File: src/rtl/msi_pkg.sv
package msi_pkg;
    typedef enum logic [1:0] {
        ST_IDLE  = 2'd0,
        ST_DRAIN = 2'd1,
        ST_SEND  = 2'd2
    } msi_state_e;

    localparam int CFG_IDX_W = 3;
endpackage

File: src/rtl/msi_cfg_regs.sv
module msi_cfg_regs #(
    parameter int VEC_LOG2 = 3,
    parameter bit ADDR64   = 1'b1,
    parameter bit MASK_CAP = 1'b1
) (
    input  logic        clk,
    input  logic        rst_n,
    input  logic        cfg_we,
    input  logic [2:0]  cfg_idx,
    input  logic [31:0] cfg_wdata,
    input  logic [31:0] pend_in,
    output logic [31:0] cfg_rdata,
    output logic        msi_en,
    output logic [2:0]  mme,
    output logic [63:0] base_addr,
    output logic [15:0] base_data,
    output logic [(1<<VEC_LOG2)-1:0] vec_mask
);
    localparam int NVEC = 1 << VEC_LOG2;
    localparam logic [2:0] CAP      = 3'(VEC_LOG2);
    localparam logic [2:0] IDX_DATA = ADDR64 ? 3'd3 : 3'd2;
    localparam logic [2:0] IDX_MASK = IDX_DATA + 3'd1;
    localparam logic [2:0] IDX_PEND = IDX_DATA + 3'd2;

    logic            en_q;
    logic [2:0]      mme_q;
    logic [31:2]     alo_q;
    logic [31:0]     ahi_q;
    logic [15:0]     data_q;
    logic [NVEC-1:0] mask_q;

    always_ff @(posedge clk or negedge rst_n) begin
        if (!rst_n) begin
            en_q   <= 1'b0;
            mme_q  <= 3'd0;
            alo_q  <= '0;
            ahi_q  <= '0;
            data_q <= '0;
            mask_q <= MASK_CAP ? '1 : '0;
        end else if (cfg_we) begin
            if (cfg_idx == 3'd0) begin
                en_q  <= cfg_wdata[0];
                mme_q <= (cfg_wdata[6:4] > CAP) ? CAP : cfg_wdata[6:4];
            end else if (cfg_idx == 3'd1) begin
                alo_q <= cfg_wdata[31:2];
            end else if (ADDR64 && cfg_idx == 3'd2) begin
                ahi_q <= cfg_wdata;
            end else if (cfg_idx == IDX_DATA) begin
                data_q <= cfg_wdata[15:0];
            end else if (MASK_CAP && cfg_idx == IDX_MASK) begin
                mask_q <= cfg_wdata[NVEC-1:0];
            end
        end
    end

    always_comb begin
        cfg_rdata = '0;
        if (cfg_idx == 3'd0)
            cfg_rdata = {23'h0, MASK_CAP, ADDR64, mme_q, CAP, en_q};
        else if (cfg_idx == 3'd1)
            cfg_rdata = {alo_q, 2'b00};
        else if (ADDR64 && cfg_idx == 3'd2)
            cfg_rdata = ahi_q;
        else if (cfg_idx == IDX_DATA)
            cfg_rdata = {16'h0, data_q};
        else if (MASK_CAP && cfg_idx == IDX_MASK)
            cfg_rdata = 32'(mask_q);
        else if (MASK_CAP && cfg_idx == IDX_PEND)
            cfg_rdata = pend_in;
    end

    assign msi_en    = en_q;
    assign mme       = mme_q;
    assign base_addr = {(ADDR64 ? ahi_q : 32'h0), alo_q, 2'b00};
    assign base_data = data_q;
    assign vec_mask  = MASK_CAP ? mask_q : '0;

    // the enabled-count field never exceeds the capable count
    a_r3_mme_clamped: assert property (@(posedge clk) disable iff (!rst_n)
        (cfg_we && cfg_idx == 3'd0 && cfg_wdata[6:4] > CAP) |=> (mme == CAP));
endmodule

File: src/rtl/msi_vec_arb.sv
module msi_vec_arb #(
    parameter int NVEC = 8,
    parameter int IW   = 3
) (
    input  logic [NVEC-1:0] req,
    output logic            vld,
    output logic [IW-1:0]   idx
);
    always_comb begin
        vld = |req;
        idx = '0;
        for (int k = NVEC - 1; k >= 0; k--) begin
            if (req[k]) idx = IW'(k);
        end
    end
endmodule

File: src/rtl/msi_req_fsm.sv
module msi_req_fsm
    import msi_pkg::*;
#(
    parameter int IW    = 3,
    parameter int OUT_W = 8
) (
    input  logic          clk,
    input  logic          rst_n,
    input  logic          active,
    input  logic          grant_vld,
    input  logic [IW-1:0] grant_idx,
    input  logic [2:0]    mme,
    input  logic [63:0]   base_addr,
    input  logic [15:0]   base_data,
    input  logic          dw_acc,
    input  logic          dw_sent,
    input  logic          req_ready,
    output logic          take,
    output logic          req_valid,
    output logic [63:0]   req_addr,
    output logic [15:0]   req_data
);
    msi_state_e       state_q, state_d;
    logic [OUT_W-1:0] out_q, drain_q;
    logic [63:0]      addr_q;
    logic [15:0]      data_q;
    logic [15:0]      low_mask, composed;

    assign take     = (state_q == ST_IDLE) && active && grant_vld;
    assign low_mask = 16'((17'd1 << mme) - 17'd1);
    assign composed = (base_data & ~low_mask) | (16'(grant_idx) & low_mask);

    always_ff @(posedge clk or negedge rst_n) begin
        if (!rst_n) state_q <= ST_IDLE;
        else        state_q <= state_d;
    end

    always_comb begin
        state_d = state_q;
        unique case (state_q)
            ST_IDLE:  if (take) state_d = ST_DRAIN;
            ST_DRAIN: if (!active) state_d = ST_IDLE;
                      else if (drain_q == '0) state_d = ST_SEND;
            ST_SEND:  if (req_ready) state_d = ST_IDLE;
            default:  state_d = ST_IDLE;
        endcase
    end

    always_ff @(posedge clk or negedge rst_n) begin
        if (!rst_n) begin
            out_q   <= '0;
            drain_q <= '0;
            addr_q  <= '0;
            data_q  <= '0;
        end else begin
            out_q <= out_q + OUT_W'(dw_acc) - OUT_W'(dw_sent);
            if (take) begin
                drain_q <= out_q - OUT_W'(dw_sent);
                addr_q  <= base_addr;
                data_q  <= composed;
            end else if (state_q == ST_DRAIN && drain_q != '0) begin
                drain_q <= drain_q - OUT_W'(dw_sent);
            end
        end
    end

    always_comb begin
        req_valid = (state_q == ST_SEND);
        req_addr  = addr_q;
        req_data  = data_q;
    end

    // the request is held unchanged until it is accepted
    a_r4_hold: assert property (@(posedge clk) disable iff (!rst_n)
        (req_valid && !req_ready) |=> (req_valid && $stable(req_addr) && $stable(req_data)));
    // the posted path never reports more sends than acceptances
    a_r6_no_underflow: assert property (@(posedge clk) disable iff (!rst_n)
        (dw_sent && !dw_acc) |-> (out_q != '0));
    // an inactive block starts no request
    a_r7_quiet: assert property (@(posedge clk) disable iff (!rst_n)
        (state_q == ST_IDLE && !active) |=> !req_valid);
endmodule

File: src/rtl/msi_gen.sv
module msi_gen #(
    parameter int VEC_LOG2 = 3,
    parameter bit ADDR64   = 1'b1,
    parameter bit MASK_CAP = 1'b1,
    parameter int OUT_W    = 8
) (
    input  logic                     clk,
    input  logic                     rst_n,
    input  logic                     cfg_we,
    input  logic [2:0]               cfg_idx,
    input  logic [31:0]              cfg_wdata,
    output logic [31:0]              cfg_rdata,
    input  logic [(1<<VEC_LOG2)-1:0] event_in,
    input  logic                     msix_en,
    input  logic                     dw_acc,
    input  logic                     dw_sent,
    output logic                     req_valid,
    input  logic                     req_ready,
    output logic [63:0]              req_addr,
    output logic [15:0]              req_data,
    output logic                     intx_off
);
    localparam int NVEC = 1 << VEC_LOG2;
    localparam int IW   = (VEC_LOG2 > 0) ? VEC_LOG2 : 1;

    logic            msi_en, active, take, grant_vld;
    logic [2:0]      mme;
    logic [63:0]     base_addr;
    logic [15:0]     base_data;
    logic [NVEC-1:0] vec_mask, pend_q, in_range, serve, clr;
    logic [IW-1:0]   grant_idx;

    msi_cfg_regs #(.VEC_LOG2(VEC_LOG2), .ADDR64(ADDR64), .MASK_CAP(MASK_CAP)) u_cfg (
        .clk(clk), .rst_n(rst_n), .cfg_we(cfg_we), .cfg_idx(cfg_idx),
        .cfg_wdata(cfg_wdata), .pend_in(32'(pend_q)), .cfg_rdata(cfg_rdata),
        .msi_en(msi_en), .mme(mme), .base_addr(base_addr),
        .base_data(base_data), .vec_mask(vec_mask)
    );

    assign active   = msi_en && !msix_en;
    assign intx_off = msi_en;

    always_comb begin
        for (int k = 0; k < NVEC; k++) in_range[k] = ((32'(k) >> mme) == 32'd0);
    end

    assign serve = pend_q & ~vec_mask & in_range;
    assign clr   = take ? (NVEC'(1) << grant_idx) : '0;

    always_ff @(posedge clk or negedge rst_n) begin
        if (!rst_n) pend_q <= '0;
        else        pend_q <= (pend_q & ~clr) | (event_in & in_range & {NVEC{active}});
    end

    msi_vec_arb #(.NVEC(NVEC), .IW(IW)) u_arb (
        .req(serve), .vld(grant_vld), .idx(grant_idx)
    );

    msi_req_fsm #(.IW(IW), .OUT_W(OUT_W)) u_fsm (
        .clk(clk), .rst_n(rst_n), .active(active), .grant_vld(grant_vld),
        .grant_idx(grant_idx), .mme(mme), .base_addr(base_addr),
        .base_data(base_data), .dw_acc(dw_acc), .dw_sent(dw_sent),
        .req_ready(req_ready), .take(take), .req_valid(req_valid),
        .req_addr(req_addr), .req_data(req_data)
    );

    // a masked vector is never taken, and a taken vector was pending
    a_r5_masked: assert property (@(posedge clk) disable iff (!rst_n)
        take |-> (!vec_mask[grant_idx] && pend_q[grant_idx]));
    // no lower-index vector is waiting when one is taken
    a_r9_lowest_first: assert property (@(posedge clk) disable iff (!rst_n)
        take |-> ((serve & ((NVEC'(1) << grant_idx) - NVEC'(1))) == '0));
    // a request only starts while the legacy pin is switched off
    a_r8_intx_off: assert property (@(posedge clk) disable iff (!rst_n)
        $rose(req_valid) |-> intx_off);
endmodule

File: config.mk
export PLATFORM = sky130hd
export DESIGN_NAME = msi_gen
export DESIGN_NICKNAME = d
export VERILOG_FILES = /design/src/rtl/msi_pkg.sv /design/src/rtl/msi_cfg_regs.sv /design/src/rtl/msi_vec_arb.sv /design/src/rtl/msi_req_fsm.sv /design/src/rtl/msi_gen.sv
export SDC_FILE = /design/constraint.sdc
export NUM_CORES = 1
export LEC_CHECK = 0
export BUFFER_PORTS_ARGS = -buffer_cell sky130_fd_sc_hd__buf_2
export CORE_UTILIZATION = 40
export DETAILED_ROUTE_END_ITERATION = 6
export PLACE_DENSITY = 0.65
export SLEW_MARGIN = 20
export SYNTH_ARGS = -nofsm -noshare
export SYNTH_HDL_FRONTEND = slang
export SYNTH_SLANG_ARGS = --single-unit
File: constraint.sdc
create_clock -name clk -period 3.7 [get_ports clk]
set_input_delay 0.185 -clock clk [delete_from_list [all_inputs] [get_ports clk]]
set_output_delay 0.185 -clock clk [all_outputs]
set_load 0.05 [all_outputs]
==> metrics.cfg <==
[grt]
grt_overflow = 0
grt.total_usage = 0.190
grt_pass1_vias = 6506
antenna_found_initial = 1
grt_pass1_wl_mm = 34.8
grt_max_degree = 105

[sta]
fin_crit_ps = 3360
slew_headroom = 0.364
clock_skew_ps = 9.85
worstMarginPinSlew_ps = 954
setup_tns_ps = 0
grt_setup_unrepaired = no
slew_viol_final = 0
finalCritPeriodShare = 0.909
timing.fmax_mhz = 297
layout_setup_ws_ps = 337
hold_viol = 0
finalSetupViolCount = 0

[power]
p_leak_nw = 5.24
ir_worst_vdd_uv = 519
power_w = 0.00972
power.density_nw_per_um2 = 880

[outcome]
violations = DRC
status = finished with violations

[finish]
n_antenna_cell = 0
fin_nets = 966
drive_gt1_frac = 0.418
stdcell_count = 1190
area_growth_pct = 21.4

[setup_path]
reg2reg_to = u_fsm.drain_q[6]$_DFFE_PN0P_
start_kind = flip-flop
cp-end-kind = flip-flop
rr_worst_depth = 13
crit_chain = inv_1 > ha_1 > or3_4 > o2bb2ai_2 > and3_1 > a21o_4 > a21oi_1 > ha_1 > ha_1 > nand3_1 > nor3_1 > xnor2_1 > a21oi_1
crit_path_end = u_fsm.drain_q[6]$_DFFE_PN0P_
crit_cells = 13
crit_arrival_ps = 3640
crit_type = flip-flop to flip-flop
cp.required_ps = 3970
worstPathMaxFanout = 10
path_buf_inv = 1
path_delay_family = simple AND/OR/NAND/NOR gates
reg2reg_slack_ps = 340
slowest_stage = dfrtp_1
cp_slowest_stage_delay_ps = 530
startpoint = u_cfg.mme[1]$_DFFE_PN0P_
crit_path_frequent_cell = ha_1
r2r-start = u_cfg.mme[1]$_DFFE_PN0P_

[cts]
cts_resized = 0
post_cts_buffers = 0
insertion_delay_ps = 430
cts.clk_slew.worst_paths_ps = 70
cts_tree = done
clock_path_buffers = 2
cts_root_buf = clkbuf_16
clock_sinks = 194
h-tree-depth = 4
numCtsBuffers = 17

[floorplan]
die_w_um = 153
core_um2 = 22000
num_io_pins = 164
rows = 54
die_h_um = 153
start_util = 0.413
die_area_um2 = 23300

[detailed_routing]
routed_wirelength_mm = 21.1
viasPerCell = 5.17
drt.antenna.violating_nets = 0
drt_iter0_drc = 256
dr.pass1.iters = 7
drc = 10
vias = 6156
wl_per_cell_um = 17.7

[placement]
pre_cts_ws_ps = 375
dpl.hpwl_mm = 14.1
io_buffer_count = 161
dp_cells = 1132
gp_congestion = 0.858

[logic_synthesis]
async_reset_ff_frac = 1.00
synth_warnings = 0
synth_top_family_by_area = multiplexers
synthAdderAreaFrac = 0.0256
synth_top_area_share = 0.512
synthXorXnorAreaFrac = 0.0144
synth_compound_area_frac = 0.0857
yosys-top-cells-area = dfrtp_1 51%, mux2_2 13%, mux2_4 7.6%, ha_1 2.3%, dfstp_2 2.3%
synth_edf_count = 0
synthFlopType = dfrtp_1
synthCells = 714
synth_area_um2 = 9090
avgSynthCellArea_um2 = 12.7
synth-simple-area-share = 0.0713
yosysTopAreaCell = dfrtp_1
ys_ff_latch = 194
yosysSeqAreaShare = 0.535
synth_mux_area_frac = 0.233
synth.distinct_cells = 59

[worst_hold_path]
worstHoldPathType = input port to flip-flop
holdPathStages = 3

[run]
max-cap-violations = 0

## routing by layer
metal | GRT usage | vias to the layer above | wire length (um)
met5 | 0 | - | 13
met4 | 0.0486 | 2 | 142
met3 | 0.0489 | 13 | 1250
met2 | 0.318 | 159 | 10100
met1 | 0.244 | 3077 | 9560
li1 | - | 2905 | -
## flip-flops by register name, indices dropped and copies added, names as in the netlist
name and count:
pend_q 8, u_cfg.mme 3, u_cfg.alo_q 30, u_fsm.req_data 16, u_cfg.base_data 16, u_cfg.ahi_q 32
u_cfg.vec_mask 8, u_fsm.req_addr 62, u_fsm.out_q 8, u_fsm.drain_q 8, u_fsm.state_q 2, u_cfg.msi_en 1
## cell families (layout without fill, tap and decap cells)
logic type / count (synthesis) / count (layout)
flops: 194 / 194
mux: 171 / 171
simple gates: 134 / 134
compound gates: 119 / 119
buf+inv: 62 / 257
fa+ha+maj: 18 / 18
xor+xnor: 15 / 15
other cells: 1 / 2
## layout by cell type, fill, tap and decap left out, drive strengths merged, types with 2 or more instances in the layout
cell,n
a211oi,5
a21o,2
a21oi,18
a22o,17
a22oi,11
a31o,2
and2,5
and3,3
buf,174
bufinv,2
clkbuf,18
clkinv,3
clkinvlp,3
conb,2
dfrtp,186
dfstp,8
dlygate4sd3,27
ha,17
inv,30
mux2,156
mux2i,12
mux4,3
nand2,47
nand2b,7
nand3,5
nand4b,2
nor2,35
nor2b,13
nor3,8
nor3b,3
nor4,2
o211ai,3
o21ai,44
o22ai,5
o41ai,2
xnor2,12
xor2,3
## synthesized netlist by cell type, types with 11 or more instances
| cell | instances |
|---|---|
| a22oi_1 | 11 |
| nor2b_1 | 13 |
| a22o_1 | 17 |
| nand2_1 | 47 |
| mux2i_1 | 12 |
| mux2_4 | 46 |
| inv_1 | 24 |
| xnor2_1 | 12 |
| nor2_1 | 34 |
| ha_1 | 17 |
| buf_2 | 16 |
| mux2_2 | 104 |
| o21ai_0 | 42 |
| dfrtp_1 | 186 |
| a21oi_1 | 17 |
## where the power goes
group / total [W] / switching [W] / internal [W]
combinational: 0.00437 / 0.00281 / 0.00156
sequential: 0.00344 / 0.000528 / 0.00292
clock: 0.00190 / 0.000882 / 0.00102
## worst register-to-register path, stage by stage, from the launching register on
cell       delay [ps]
dfrtp_1           530
inv_1             160
ha_1              280
or3_4             390
o2bb2ai_2         170
and3_1            170
a21o_4            260
a21oi_1           210
ha_1              180
ha_1              270
nand3_1           150
nor3_1            210
xnor2_1           150
a21oi_1            90
## layout make-up
class | instances | area, um^2
well taps | 280 | 350
repair buffers | 202 | 1210
multi-input cells | 459 | 3930
inverters | 24 | 90.1
fillers | 1955 | 11000
clock buffers | 17 | 425
clock inverters | 14 | 171
flip-flops and latches | 194 | 4860
## metrics by stage
stage	area (um^2)	hold WS, ps	utilization
4_1_cts	11000	0.486	0.501
2_1_floorplan	9100	-111	-
6_report	11000	12.3	0.501
3_3_place_gp	10200	347	0.462
5_1_grt	11000	6.60	0.501
3_5_place_dp	10200	349	0.462
## timing repair
item	4_1_cts	5_1_grt
hold buffers	27	0
endpoints found under the hold margin	141	0
endpoints found under the setup margin	0	0
## worst min path at each step
stage                  start                       endpoint  slack, ps
6_report        cfg_wdata[7]  u_cfg.vec_mask[7]$_DFFE_PN1P_         10
5_1_grt        cfg_wdata[12]    u_cfg.alo_q[12]$_DFFE_PN0P_          7
4_1_cts         cfg_wdata[7]  u_cfg.vec_mask[7]$_DFFE_PN1P_        0.5
3_5_place_dp           rst_n     u_cfg.alo_q[5]$_DFFE_PN0P_        350
3_3_place_gp           rst_n     u_cfg.alo_q[5]$_DFFE_PN0P_        350
2_1_floorplan          rst_n            pend_q[0]$_DFF_PN0_       -110
(Power assumes the default switching activity.)
